<file path="config.mk">
export PLATFORM = sky130hd
export DESIGN_NAME = dram_bank_tracker
export DESIGN_NICKNAME = d
export VERILOG_FILES = /design/src/rtl/dbt_pkg.sv /design/src/rtl/dbt_bank.sv /design/src/rtl/dbt_faw.sv /design/src/rtl/dbt_legal.sv /design/src/rtl/dram_bank_tracker.sv
export SDC_FILE = /design/constraint.sdc
export NUM_CORES = 1
export LEC_CHECK = 0
export ABC_AREA = 1
export BUFFER_PORTS_ARGS = -buffer_cell sky130_fd_sc_hd__buf_4
export CAP_MARGIN = 30
export CORE_AREA = 8 8 189 191
export DETAILED_ROUTE_END_ITERATION = 16
export DIE_AREA = 0 0 197 199
export PLACE_DENSITY = 0.82
export SYNTH_ARGS = -nofsm -noshare
export SYNTH_HDL_FRONTEND = slang
export SYNTH_HIERARCHICAL = 1
export SYNTH_SLANG_ARGS = --single-unit
export TNS_END_PERCENT = 20
</file>
<file path="constraint.sdc">
create_clock -name clk -period 3.4 [get_ports clk]
set_input_delay 0.51 -clock clk [delete_from_list [all_inputs] [get_ports clk]]
set_output_delay 0.51 -clock clk [all_outputs]
set_load 0.02 [all_outputs]
</file>
<file path="src/rtl/dbt_pkg.sv">
package dbt_pkg;
  typedef enum logic [2:0] {
    CMD_NOP = 3'd0,
    CMD_ACT = 3'd1,
    CMD_RD  = 3'd2,
    CMD_WR  = 3'd3,
    CMD_PRE = 3'd4
  } cmd_e;
endpackage

</file>
<file path="src/rtl/dbt_bank.sv">
// One bank: open flag, open row and its three timing down-counters.
module dbt_bank #(
  parameter int ROW_W = 8,
  parameter int T_RCD = 3,
  parameter int T_RAS = 7,
  parameter int T_RP  = 3
) (
  input  logic             clk,
  input  logic             rst_n,
  input  logic             act_fire,
  input  logic             pre_fire,
  input  logic [ROW_W-1:0] row_in,
  output logic             open_o,
  output logic [ROW_W-1:0] row_o,
  output logic             rcd_ok,
  output logic             ras_ok,
  output logic             rp_ok
);
  localparam int TMAX = (T_RAS > T_RCD) ? ((T_RAS > T_RP) ? T_RAS : T_RP)
                                        : ((T_RCD > T_RP) ? T_RCD : T_RP);
  localparam int CW = $clog2(TMAX + 1);
  localparam logic [CW-1:0] RCD_LD = CW'(T_RCD - 1);
  localparam logic [CW-1:0] RAS_LD = CW'(T_RAS - 1);
  localparam logic [CW-1:0] RP_LD  = CW'(T_RP - 1);

  logic             open_q, open_d;
  logic [ROW_W-1:0] row_q, row_d;
  logic [CW-1:0]    rcd_q, rcd_d, ras_q, ras_d, rp_q, rp_d;

  always_comb begin
    open_d = open_q;
    row_d  = row_q;
    rcd_d  = (rcd_q != '0) ? rcd_q - 1'b1 : '0;
    ras_d  = (ras_q != '0) ? ras_q - 1'b1 : '0;
    rp_d   = (rp_q  != '0) ? rp_q  - 1'b1 : '0;
    if (act_fire) begin
      open_d = 1'b1;
      row_d  = row_in;
      rcd_d  = RCD_LD;
      ras_d  = RAS_LD;
    end
    if (pre_fire) begin
      open_d = 1'b0;
      rp_d   = RP_LD;
    end
  end

  always_ff @(posedge clk or negedge rst_n) begin
    if (!rst_n) begin
      open_q <= 1'b0;
      row_q  <= '0;
      rcd_q  <= '0;
      ras_q  <= '0;
      rp_q   <= '0;
    end else begin
      open_q <= open_d;
      row_q  <= row_d;
      rcd_q  <= rcd_d;
      ras_q  <= ras_d;
      rp_q   <= rp_d;
    end
  end

  assign open_o = open_q;
  assign row_o  = row_q;
  assign rcd_ok = (rcd_q == '0);
  assign ras_ok = (ras_q == '0);
  assign rp_ok  = (rp_q == '0);

  AST_ACT_ON_CLOSED: assert property (@(posedge clk) disable iff (!rst_n)
    act_fire |-> (!open_q && rp_q == '0));
  AST_ACT_OPENS: assert property (@(posedge clk) disable iff (!rst_n)
    act_fire |=> (open_q && row_q == $past(row_in)));
  AST_PRE_CLOSES: assert property (@(posedge clk) disable iff (!rst_n)
    pre_fire |=> !open_q);
endmodule

</file>
<file path="src/rtl/dbt_faw.sv">
// Per-rank rolling activate window: ACT_MAX slots, each counting down from T_FAW-1.
module dbt_faw #(
  parameter int T_FAW   = 12,
  parameter int ACT_MAX = 4
) (
  input  logic clk,
  input  logic rst_n,
  input  logic act_fire,
  output logic act_ok
);
  localparam int FW = $clog2(T_FAW + 1);
  localparam logic [FW-1:0] FAW_LD = FW'(T_FAW - 1);

  logic [FW-1:0] slot_q [ACT_MAX];
  logic [FW-1:0] slot_d [ACT_MAX];
  logic          placed;

  always_comb begin
    placed = 1'b0;
    for (int s = 0; s < ACT_MAX; s++) begin
      slot_d[s] = (slot_q[s] != '0) ? slot_q[s] - 1'b1 : '0;
      if (act_fire && !placed && slot_q[s] == '0) begin
        slot_d[s] = FAW_LD;
        placed    = 1'b1;
      end
    end
  end

  always_comb begin
    act_ok = 1'b0;
    for (int s = 0; s < ACT_MAX; s++) begin
      if (slot_q[s] == '0) act_ok = 1'b1;
    end
  end

  always_ff @(posedge clk or negedge rst_n) begin
    if (!rst_n) begin
      for (int s = 0; s < ACT_MAX; s++) slot_q[s] <= '0;
    end else begin
      for (int s = 0; s < ACT_MAX; s++) slot_q[s] <= slot_d[s];
    end
  end

  AST_FAW_GRANT: assert property (@(posedge clk) disable iff (!rst_n)
    act_fire |-> act_ok);
endmodule

</file>
<file path="src/rtl/dbt_legal.sv">
// Combines the status flags of one target bank into a legal flag.
module dbt_legal
  import dbt_pkg::*;
(
  input  logic [2:0] typ,
  input  logic       bank_open,
  input  logic       rcd_ok,
  input  logic       ras_ok,
  input  logic       rp_ok,
  input  logic       faw_ok,
  input  logic       bus_ok,
  output logic       legal
);
  always_comb begin
    case (typ)
      CMD_ACT:         legal = !bank_open && rp_ok && faw_ok;
      CMD_RD, CMD_WR:  legal = bank_open && rcd_ok && bus_ok;
      CMD_PRE:         legal = bank_open && ras_ok;
      default:         legal = 1'b0;
    endcase
  end
endmodule

</file>
<file path="src/rtl/dram_bank_tracker.sv">
module dram_bank_tracker
  import dbt_pkg::*;
#(
  parameter int NR      = 2,
  parameter int NB      = 8,
  parameter int ROW_W   = 8,
  parameter int T_RCD   = 3,
  parameter int T_RAS   = 7,
  parameter int T_RP    = 3,
  parameter int T_CAS   = 4,
  parameter int T_BURST = 4,
  parameter int T_RTRS  = 2,
  parameter int T_FAW   = 12,
  parameter int ACT_MAX = 4,
  localparam int RK_W   = (NR > 1) ? $clog2(NR) : 1,
  localparam int BK_W   = (NB > 1) ? $clog2(NB) : 1,
  localparam int NBK    = NR * NB
) (
  input  logic                   clk,
  input  logic                   rst_n,
  input  logic [2:0]             cmd_type,
  input  logic [RK_W-1:0]        cmd_rank,
  input  logic [BK_W-1:0]        cmd_bank,
  input  logic [ROW_W-1:0]       cmd_row,
  input  logic [2:0]             qry_type,
  input  logic [RK_W-1:0]        qry_rank,
  input  logic [BK_W-1:0]        qry_bank,
  input  logic [ROW_W-1:0]       qry_row,
  output logic                   qry_legal,
  output logic                   qry_row_hit,
  output logic                   cmd_err,
  output logic                   rd_data_due,
  output logic [NBK-1:0]         open_valid,
  output logic [NBK*ROW_W-1:0]   open_rows
);
  // NR and NB are powers of two, so {rank,bank} indexes the bank arrays.
  localparam int IDX_W = RK_W + BK_W;
  localparam int BUS_W = $clog2(T_BURST + T_RTRS + 1);
  localparam logic [BUS_W-1:0] SAME_LD  = BUS_W'(T_BURST - 1);
  localparam logic [BUS_W-1:0] OTHER_LD = BUS_W'(T_BURST + T_RTRS - 1);

  logic [IDX_W-1:0] cidx, qidx;
  assign cidx = {cmd_rank, cmd_bank};
  assign qidx = {qry_rank, qry_bank};

  logic [NBK-1:0]   bk_open, bk_rcd_ok, bk_ras_ok, bk_rp_ok;
  logic [NBK-1:0]   act_fire_v, pre_fire_v;
  logic [ROW_W-1:0] bk_row [NBK];
  logic [NR-1:0]    rk_faw_ok;

  logic cmd_ok, col_fire, rd_fire;
  logic cmd_bus_ok, qry_bus_ok;

  logic [BUS_W-1:0] bus_same_q, bus_same_d, bus_other_q, bus_other_d;
  logic [RK_W-1:0]  last_rank_q, last_rank_d;
  logic [T_CAS-1:0] rd_pipe_q, rd_pipe_d;

  // Per-bank state
  for (genvar i = 0; i < NBK; i++) begin : g_bank
    dbt_bank #(.ROW_W(ROW_W), .T_RCD(T_RCD), .T_RAS(T_RAS), .T_RP(T_RP)) u_bank (
      .clk      (clk),
      .rst_n    (rst_n),
      .act_fire (act_fire_v[i]),
      .pre_fire (pre_fire_v[i]),
      .row_in   (cmd_row),
      .open_o   (bk_open[i]),
      .row_o    (bk_row[i]),
      .rcd_ok   (bk_rcd_ok[i]),
      .ras_ok   (bk_ras_ok[i]),
      .rp_ok    (bk_rp_ok[i])
    );
    assign act_fire_v[i] = cmd_ok && (cmd_type == CMD_ACT) && (cidx == IDX_W'(i));
    assign pre_fire_v[i] = cmd_ok && (cmd_type == CMD_PRE) && (cidx == IDX_W'(i));
    assign open_valid[i] = bk_open[i];
    assign open_rows[i*ROW_W +: ROW_W] = bk_open[i] ? bk_row[i] : '0;
  end

  // Per-rank activate window
  for (genvar r = 0; r < NR; r++) begin : g_rank
    dbt_faw #(.T_FAW(T_FAW), .ACT_MAX(ACT_MAX)) u_faw (
      .clk      (clk),
      .rst_n    (rst_n),
      .act_fire (|act_fire_v[r*NB +: NB]),
      .act_ok   (rk_faw_ok[r])
    );
  end

  // Shared data bus spacing
  assign cmd_bus_ok = (cmd_rank == last_rank_q) ? (bus_same_q == '0) : (bus_other_q == '0);
  assign qry_bus_ok = (qry_rank == last_rank_q) ? (bus_same_q == '0) : (bus_other_q == '0);

  dbt_legal u_cmd_chk (
    .typ       (cmd_type),
    .bank_open (bk_open[cidx]),
    .rcd_ok    (bk_rcd_ok[cidx]),
    .ras_ok    (bk_ras_ok[cidx]),
    .rp_ok     (bk_rp_ok[cidx]),
    .faw_ok    (rk_faw_ok[cmd_rank]),
    .bus_ok    (cmd_bus_ok),
    .legal     (cmd_ok)
  );

  dbt_legal u_qry_chk (
    .typ       (qry_type),
    .bank_open (bk_open[qidx]),
    .rcd_ok    (bk_rcd_ok[qidx]),
    .ras_ok    (bk_ras_ok[qidx]),
    .rp_ok     (bk_rp_ok[qidx]),
    .faw_ok    (rk_faw_ok[qry_rank]),
    .bus_ok    (qry_bus_ok),
    .legal     (qry_legal)
  );

  assign cmd_err     = (cmd_type != CMD_NOP) && !cmd_ok;
  assign qry_row_hit = bk_open[qidx] && (bk_row[qidx] == qry_row);
  assign col_fire    = cmd_ok && ((cmd_type == CMD_RD) || (cmd_type == CMD_WR));
  assign rd_fire     = cmd_ok && (cmd_type == CMD_RD);

  always_comb begin
    bus_same_d  = (bus_same_q  != '0) ? bus_same_q  - 1'b1 : '0;
    bus_other_d = (bus_other_q != '0) ? bus_other_q - 1'b1 : '0;
    last_rank_d = last_rank_q;
    if (col_fire) begin
      bus_same_d  = SAME_LD;
      bus_other_d = OTHER_LD;
      last_rank_d = cmd_rank;
    end
    for (int k = T_CAS - 1; k > 0; k--) rd_pipe_d[k] = rd_pipe_q[k-1];
    rd_pipe_d[0] = rd_fire;
  end

  always_ff @(posedge clk or negedge rst_n) begin
    if (!rst_n) begin
      bus_same_q  <= '0;
      bus_other_q <= '0;
      last_rank_q <= '0;
      rd_pipe_q   <= '0;
    end else begin
      bus_same_q  <= bus_same_d;
      bus_other_q <= bus_other_d;
      last_rank_q <= last_rank_d;
      rd_pipe_q   <= rd_pipe_d;
    end
  end

  assign rd_data_due = rd_pipe_q[T_CAS-1];

  AST_ERR_FREEZE: assert property (@(posedge clk) disable iff (!rst_n)
    cmd_err |=> ($stable(open_valid) && $stable(open_rows)));
  AST_COL_NEEDS_OPEN: assert property (@(posedge clk) disable iff (!rst_n)
    col_fire |-> (bk_open[cidx] && bk_rcd_ok[cidx]));
  AST_ONE_HOT_FIRE: assert property (@(posedge clk) disable iff (!rst_n)
    $onehot0({act_fire_v, pre_fire_v}));
  if (T_BURST > 1) begin : g_gap_chk
    AST_BUS_GAP: assert property (@(posedge clk) disable iff (!rst_n)
      col_fire |=> !col_fire);
  end
endmodule

</file>
### Word level (Yosys, flattened, before mapping)

Index checks and enable logic that the tools add are counted.

* register bits after elaboration: 331
* bits of input ports: 32
* output and inout bits: 148
* logic and storage cells: 597

* add/sub/neg operators: 58
* magnitude comparators: 5
* eq/ne operators: 26
* muxes and demuxes: 205
* bitwise logic cells: 1
* reduce and logical (&&, ||, !) cells: 210

Operators by type and width (number)
* 3-bit two-way mux: 100
* 3-bit nonzero test: 51
* 3-bit zero test: 50
* 3-bit by 1-bit subtractor with 3-bit output, second input constant: 50
* 8-bit two-way mux: 18
* 4-bit two-way mux: 16
* 1-bit logical AND: 62
* 1-bit two-way mux: 60
* 4-bit zero test: 9
* 1-bit binary-select mux with 4-bit select: 8
* 8-bit binary-select mux with 4-bit select: 1
* 4-bit == test, second input constant: 8
* 2-bit nonzero test: 16
* 4-bit nonzero test: 8
* 4-bit by 1-bit subtractor with 4-bit output, second input constant: 8
* 4-bit by 3-bit == test with 1-bit output, second input constant: 4
* 8-bit OR reduction: 2
* 3-bit by 2-bit == test with 1-bit output, second input constant: 4
* 4-bit by 5-bit less-than comparator with 1-bit output, second input constant: 2
* 1-bit zero test: 9
* 4-bit by 2-bit == test with 1-bit output, second input constant: 2
* 8-bit == test: 1
* 3-bit by 1-bit == test with 1-bit output, second input constant: 2
* 3-bit == test, second input constant: 2
* 8 further kinds: 12

### Longest topological paths before layout

* depth in word-level cells: 26
* gate-level depth with buffers: 21
* depth with buffers taken out: 18

### Modules after synthesis

Netlist, hierarchy kept.

By module, submodules not included
* dbt_bank: times used 16, cells each 80, area an instance 709.4 sq um
* dram_bank_tracker: times used 1, cells each 987, area an instance 4439.3 sq um
* dbt_faw: times used 2, cells each 104, area an instance 890.9 sq um
* dbt_legal: times used 2, cells each 16, area an instance 62.6 sq um

### Worst setup path before layout

No wires, ideal clock.

* kind: input-to-reg
* start point: input port cmd_bank[1]
* end point: register g_bank[13].u_bank.row_q[3]
* data arrival time: 2894 ps
* data required time: 3284 ps
* slack: 389 ps
* stages on the path: 20
* path buffers: 4
* cells stage by stage: clkbuf_1 -> nor2_1 -> buf_2 -> nand2_1 -> o21ai_0 -> o21ai_0 -> nand4_1 -> inv_1 -> nor2_1 -> nand2_1 -> nand2_1 -> nand2_1 -> nand2_1 -> nand3_1 -> clkbuf_1 -> nor3_1 -> inv_2 -> buf_6 -> nand2_1 -> nand2_1

* longest elaborated chain between the ends: 8
* elaborated cells on any way between the ends: 18
* those cells by class: eq/ne (1); mux (9); reduce/logical (8)

RTL lines
* start: declaration: line dram_bank_tracker.sv:23 `input logic [BK_W-1:0] cmd_bank,`
* 1-bit binary-select mux with 4-bit select: line dram_bank_tracker.sv:94 `.bank_open (bk_open[cidx]),`
* 1-bit two-way mux (implied by the code): line dram_bank_tracker.sv:94
* 1-bit zero test: line dbt_legal.sv:16 `CMD_ACT: legal = !bank_open && rp_ok && faw_ok;`
* 1-bit logical AND (2 in a row): line dbt_legal.sv:16
* 1-bit case mux with 3 select lines (*): line dbt_legal.sv:15 `case (typ)`
* named net cmd_ok: line dram_bank_tracker.sv:51 `logic cmd_ok, col_fire, rd_fire;`
* 1-bit logical AND (*) (2 in a row): line dram_bank_tracker.sv:72 `assign act_fire_v[i] = cmd_ok && (cmd_type == CMD_ACT) && (cidx == IDX_W'(i));`
* named net act_fire_v[13]: line dram_bank_tracker.sv:47 `logic [NBK-1:0] act_fire_v, pre_fire_v;`
* end signal: assignment: line dbt_bank.sv:57 `row_q <= row_d;`
* end: declaration: line dbt_bank.sv:27 `logic [ROW_W-1:0] row_q, row_d;`

The timed path passes the listed nets; every way through them passes the cells marked *. The select of a mux whose other input is x is not followed.
A chain may end at the register's enable or synchronous reset.

### Final worst setup path

* start point: register g_bank[1].u_bank.open_q
* end point: output port qry_row_hit

* longest elaborated chain between the ends: 3

RTL lines
* start: declaration: line dbt_bank.sv:26 `logic open_q, open_d;`
* start signal: assignment: line dbt_bank.sv:56 `open_q <= open_d;`
* 1-bit binary-select mux with 4-bit select: line dram_bank_tracker.sv:115 `assign qry_row_hit = bk_open[qidx] && (bk_row[qidx] == qry_row);`
* 1-bit two-way mux (implied by the code): line dram_bank_tracker.sv:115
* 1-bit logical AND: line dram_bank_tracker.sv:115
* end: declaration: line dram_bank_tracker.sv:30 `output logic qry_row_hit,`

No other way between the ends. The select of a mux whose other input is x is not followed.

==> results list <==
* Mapped Avg Cell Area: 7.06 um^2
- Counting along the longest clock path gives a buffer depth of 3.
* Remaining global-route overflow: 0
* R2R setup slack: just over 0.3 ns
* CP Data Required Time: 2.89 ns
* Sum of net half-perimeters after detailed placement: 38.2 mm
- Syn_nets: 2553
- The number of global-route vias before repair is 16600.
- The initial utilization of the core area, before any placement, comes to 0.539.
- In this run the vertical extent of the chip is 199 um.
- Reg2Reg Launch Point: g_bank[15].u_bank/rcd_q[0]
- Count of vias placed by the detailed router: 16900
* Total track usage: 0.271
* Cell accounting for the most synthesized area: dfrtp_1
- Netlist area before placement: 0.0177 mm^2
- After layout, the minimum clock period comes to 3.09 ns.
- Quantity of hold-fixing buffers added after cts: 0
- The first global-routing pass estimated 85.5 mm of wire.
- The routed design has about 53 mm of wire.
- Of the total synthesized cell area, the portion taken by XOR and XNOR cells is 0.00297.
* Number of slew-limit violations in the final report: 0
- Count of endpoints failing setup in the final report: 0
* Synth cell types: 30
- Clk root buf: clkbuf_16
* Num Clock Sinks: 331
* Final hold slack: 0.0203 ns
* Number of antenna violations at the first check in global routing: 0
- Gates resized during post-CTS repair numbered 0.
- Number of remaining DRC errors: 0
* Fraction of layout cells with a size suffix above 1: 0.137
- TritonCTS created 36 clock buffers.
- In this run the standard cell core region covers around 0.033 mm^2.
- Input and output buffers added on the ports amount to roughly 180.
- Power spread over the standard cell area amounts to between 400 and 500 mW/mm^2.
- Crit-path slowest cell: dfrtp_1
- The compound-cell area share of the yosys netlist came to 0.0795.
* Startpoint types: flop
- IR analysis of the VDD net gives a maximum drop of 328 uV.
- Setup_tns: 0 ns
- TritonCTS built the clock tree.
- Pin placement for this block handled 180 I/O pins.
* Antenna cell count: 0
- Via-per-instance ratio: 5.35
- The run finished with clean final reports.
* Unrepaired setup endpoints after global routing: false
- Of the total synthesized cell area, the portion taken by full adders, half adders and majority gates is 0.00990.
* Termination of the worst setup path: qry_row_hit
- Area overhead of the layout relative to synthesis: 17.2%
- Yosys warnings: 6
* Final setup skew: 0.0307 ns
* Number of setup buffers added after CTS: 0
- The initialized floorplan defines 67 standard-cell rows.
* Number of synthesized register bits: 331
- The share of the Yosys chip area taken by registers is 0.468.
* Drt first pass iters: 5
* Setup Crit Path Kind: flop to output pin
- Of the available clock period, the critical path in the final layout requires 0.910.
- The portion of synthesized area spent on multiplexers is 0.
* Leading cell types by total area after synthesis: dfrtp_1 47%, nand2_1 19%, inv_1 8.2%, nor2_1 4.0%, a21oi_1 3.7%
- Entering global routing, the biggest net connects 98 pins.
- STA classifies the critical path endpoint as an output pin.
* Dominant combinational cell family by area after synthesis: simple AND/OR/NAND/NOR gates
- Post-synthesis simple-gate area fraction: 0.316
* Endpoint of the worst-slack reg-to-reg timing path: g_bank[8].u_bank/row_o[2]
- The signal on the critical path passes through inv_1 -> a21oi_1 -> o21ai_0 -> nand3_1 -> nand3_1 -> nand2_1 -> nand2_1 -> nor2_1 -> nand2_1 -> nor2_1 -> buf_4.
- Cell count after synthesis: 2507
- Leakage: 0.0122 uW
* Worst setup startpoint: g_bank[1].u_bank/open_o
* HP Class: primary input to async pin
* Width of the die: 197 um
* Max-capacitance violation count: 0
- Area enclosed by the die boundary: about 0.04 mm^2
- Antenna viol nets, final: 0
- At the end of routability-driven placement, the weighted congestion stood at 0.928.
- Of all nets on the critical path, the largest fanout is 11.
* Count of endpoints failing hold in the final timing report: 0
* Cell occurring most often along the worst timing path: nand2_1
* H-tree lvl count: 2
- In this run, the number of DRC markers left after iteration 0 of detailed routing was 1575.
* Share of the synthesized area in the top cell type: 0.468
* Cells on worst reg2reg path: 17
- Critical Path AT: 2.58 ns
- In this design, the stage delay of the slowest critical-path cell is 0.65 ns.
- For the worst-skew pair, the clock arrives at the later sink with an insertion delay of 0.53 ns.
* Max Clock Freq: 323 MHz
- At the pin with the least slew margin, the transition time is 0.797 ns.
- CTS clock-pin slew for the worst setup and hold paths: 0.06 ns
- The worst pin sits at a relative slew slack of 0.469.
- Avg WL per Cell: 16.8 um
* Number of nets in the layout: about 2700
==> cell type report <==
class / count / area [um^2]
timing repair buffer: 241 / 1950
tap: 448 / 561
multi-input combinational: 1659 / 7230
sequential: 331 / 8280
clock inverter: 8 / 109
inverter: 418 / 1570
fill: 2842 / 12100
clock buffer: 55 / 1040
==> layout by cell type (no fill, tap or decap), drive strengths merged <==
cell type / netlist / final
o211ai: 6 / 6
clkbuf: 34 / 55
clkinv: 0 / 4
dfrtp: 331 / 331
inv: 418 / 420
xnor2: 6 / 6
bufinv: 0 / 2
o21ai: 137 / 137
nor2: 195 / 195
a21o: 1 / 1
a21oi: 133 / 133
nand2: 939 / 939
ha: 14 / 14
nor3: 83 / 83
nand4: 8 / 8
buf: 65 / 241
nand3: 134 / 134
or2: 3 / 3
==> power by group <==
part	total [uW]	internal, uW	switching, uW
Clock	3830	2270	1560
Combinational	1690	581	1110
Sequential	4390	4210	185
==> sequential cells by signal, summed over array words and instances (netlist names) <==
signal                count
g_bank.u_bank/row_o     128
g_bank.u_bank/ras_q      48
g_bank.u_bank/rcd_q      48
g_bank.u_bank/rp_q       48
g_rank.u_faw/slot_q      32
g_bank.u_bank/open_o     16
rd_pipe_q                 4
bus_other_q               3
bus_same_q                3
last_rank_q               1
==> worst max-delay path, delay by kind of cell, from the launching register on <==
| kind | cells | cell delay, ns |
|---|---|---|
| simple gates | 7 | 0.82 |
| flops | 1 | 0.65 |
| buf+inv | 2 | 0.32 |
| compound gates | 2 | 0.26 |
==> cells in the mapped netlist, drive strengths merged <==
cell type  instances
buf               65
nand3            134
nor2             195
o21ai            137
nor3              83
dfrtp            331
xnor2              6
nand4              8
ha                14
a21oi            133
a21o               1
or2                3
clkbuf            34
o211ai             6
nand2            939
inv              418
==> kinds of logic after synthesis <==
| logic type | Yosys count |
|---|---|
| adder cells (fa/ha/maj) | 14 |
| flip-flops | 331 |
| XOR/XNOR | 6 |
| buffers and inverters | 517 |
| AND/OR/NAND/NOR | 1362 |
| AO/OA/AOI/OAI | 277 |
==> metal layers <==
| metal | global-route usage | wire (um) |
|---|---|---|
| met5 | 0 | 0 |
| met4 | 0.105 | 2010 |
| met3 | 0.0492 | 4840 |
| met2 | 0.453 | 25100 |
| met1 | 0.346 | 21000 |
==> worst min-delay path by stage <==
stage	startpoint	end	slack, ns
CTS	rst_n	g_bank[2].u_bank/row_o[6]	0.05
detailed placement	rd_pipe_q[0]	rd_pipe_q[1]	0.34
global placement	rd_pipe_q[2]	rd_pipe_q[3]	0.34
global route	rst_n	g_bank[1].u_bank/row_o[5]	0.07
floorplan	rst_n	bus_other_q[0]	0.21
finish	rst_n	g_bank[2].u_bank/row_o[1]	0.02
==> through the flow <==
stage	area (um^2)	setup slack [ns]	total power (uW)	util	instances
6_report	20700	0.306	9910	0.631	3160
5_1_grt	20700	0.0956	10400	0.631	3160
4_1_cts	20700	0.291	9950	0.631	3160
3_5_place_dp	19600	0.142	6120	0.596	3097
3_3_place_gp	19600	0.219	6020	0.596	3097
2_1_floorplan	17700	0.389	5590	-	2507
Power figures use the tool's default switching activity.
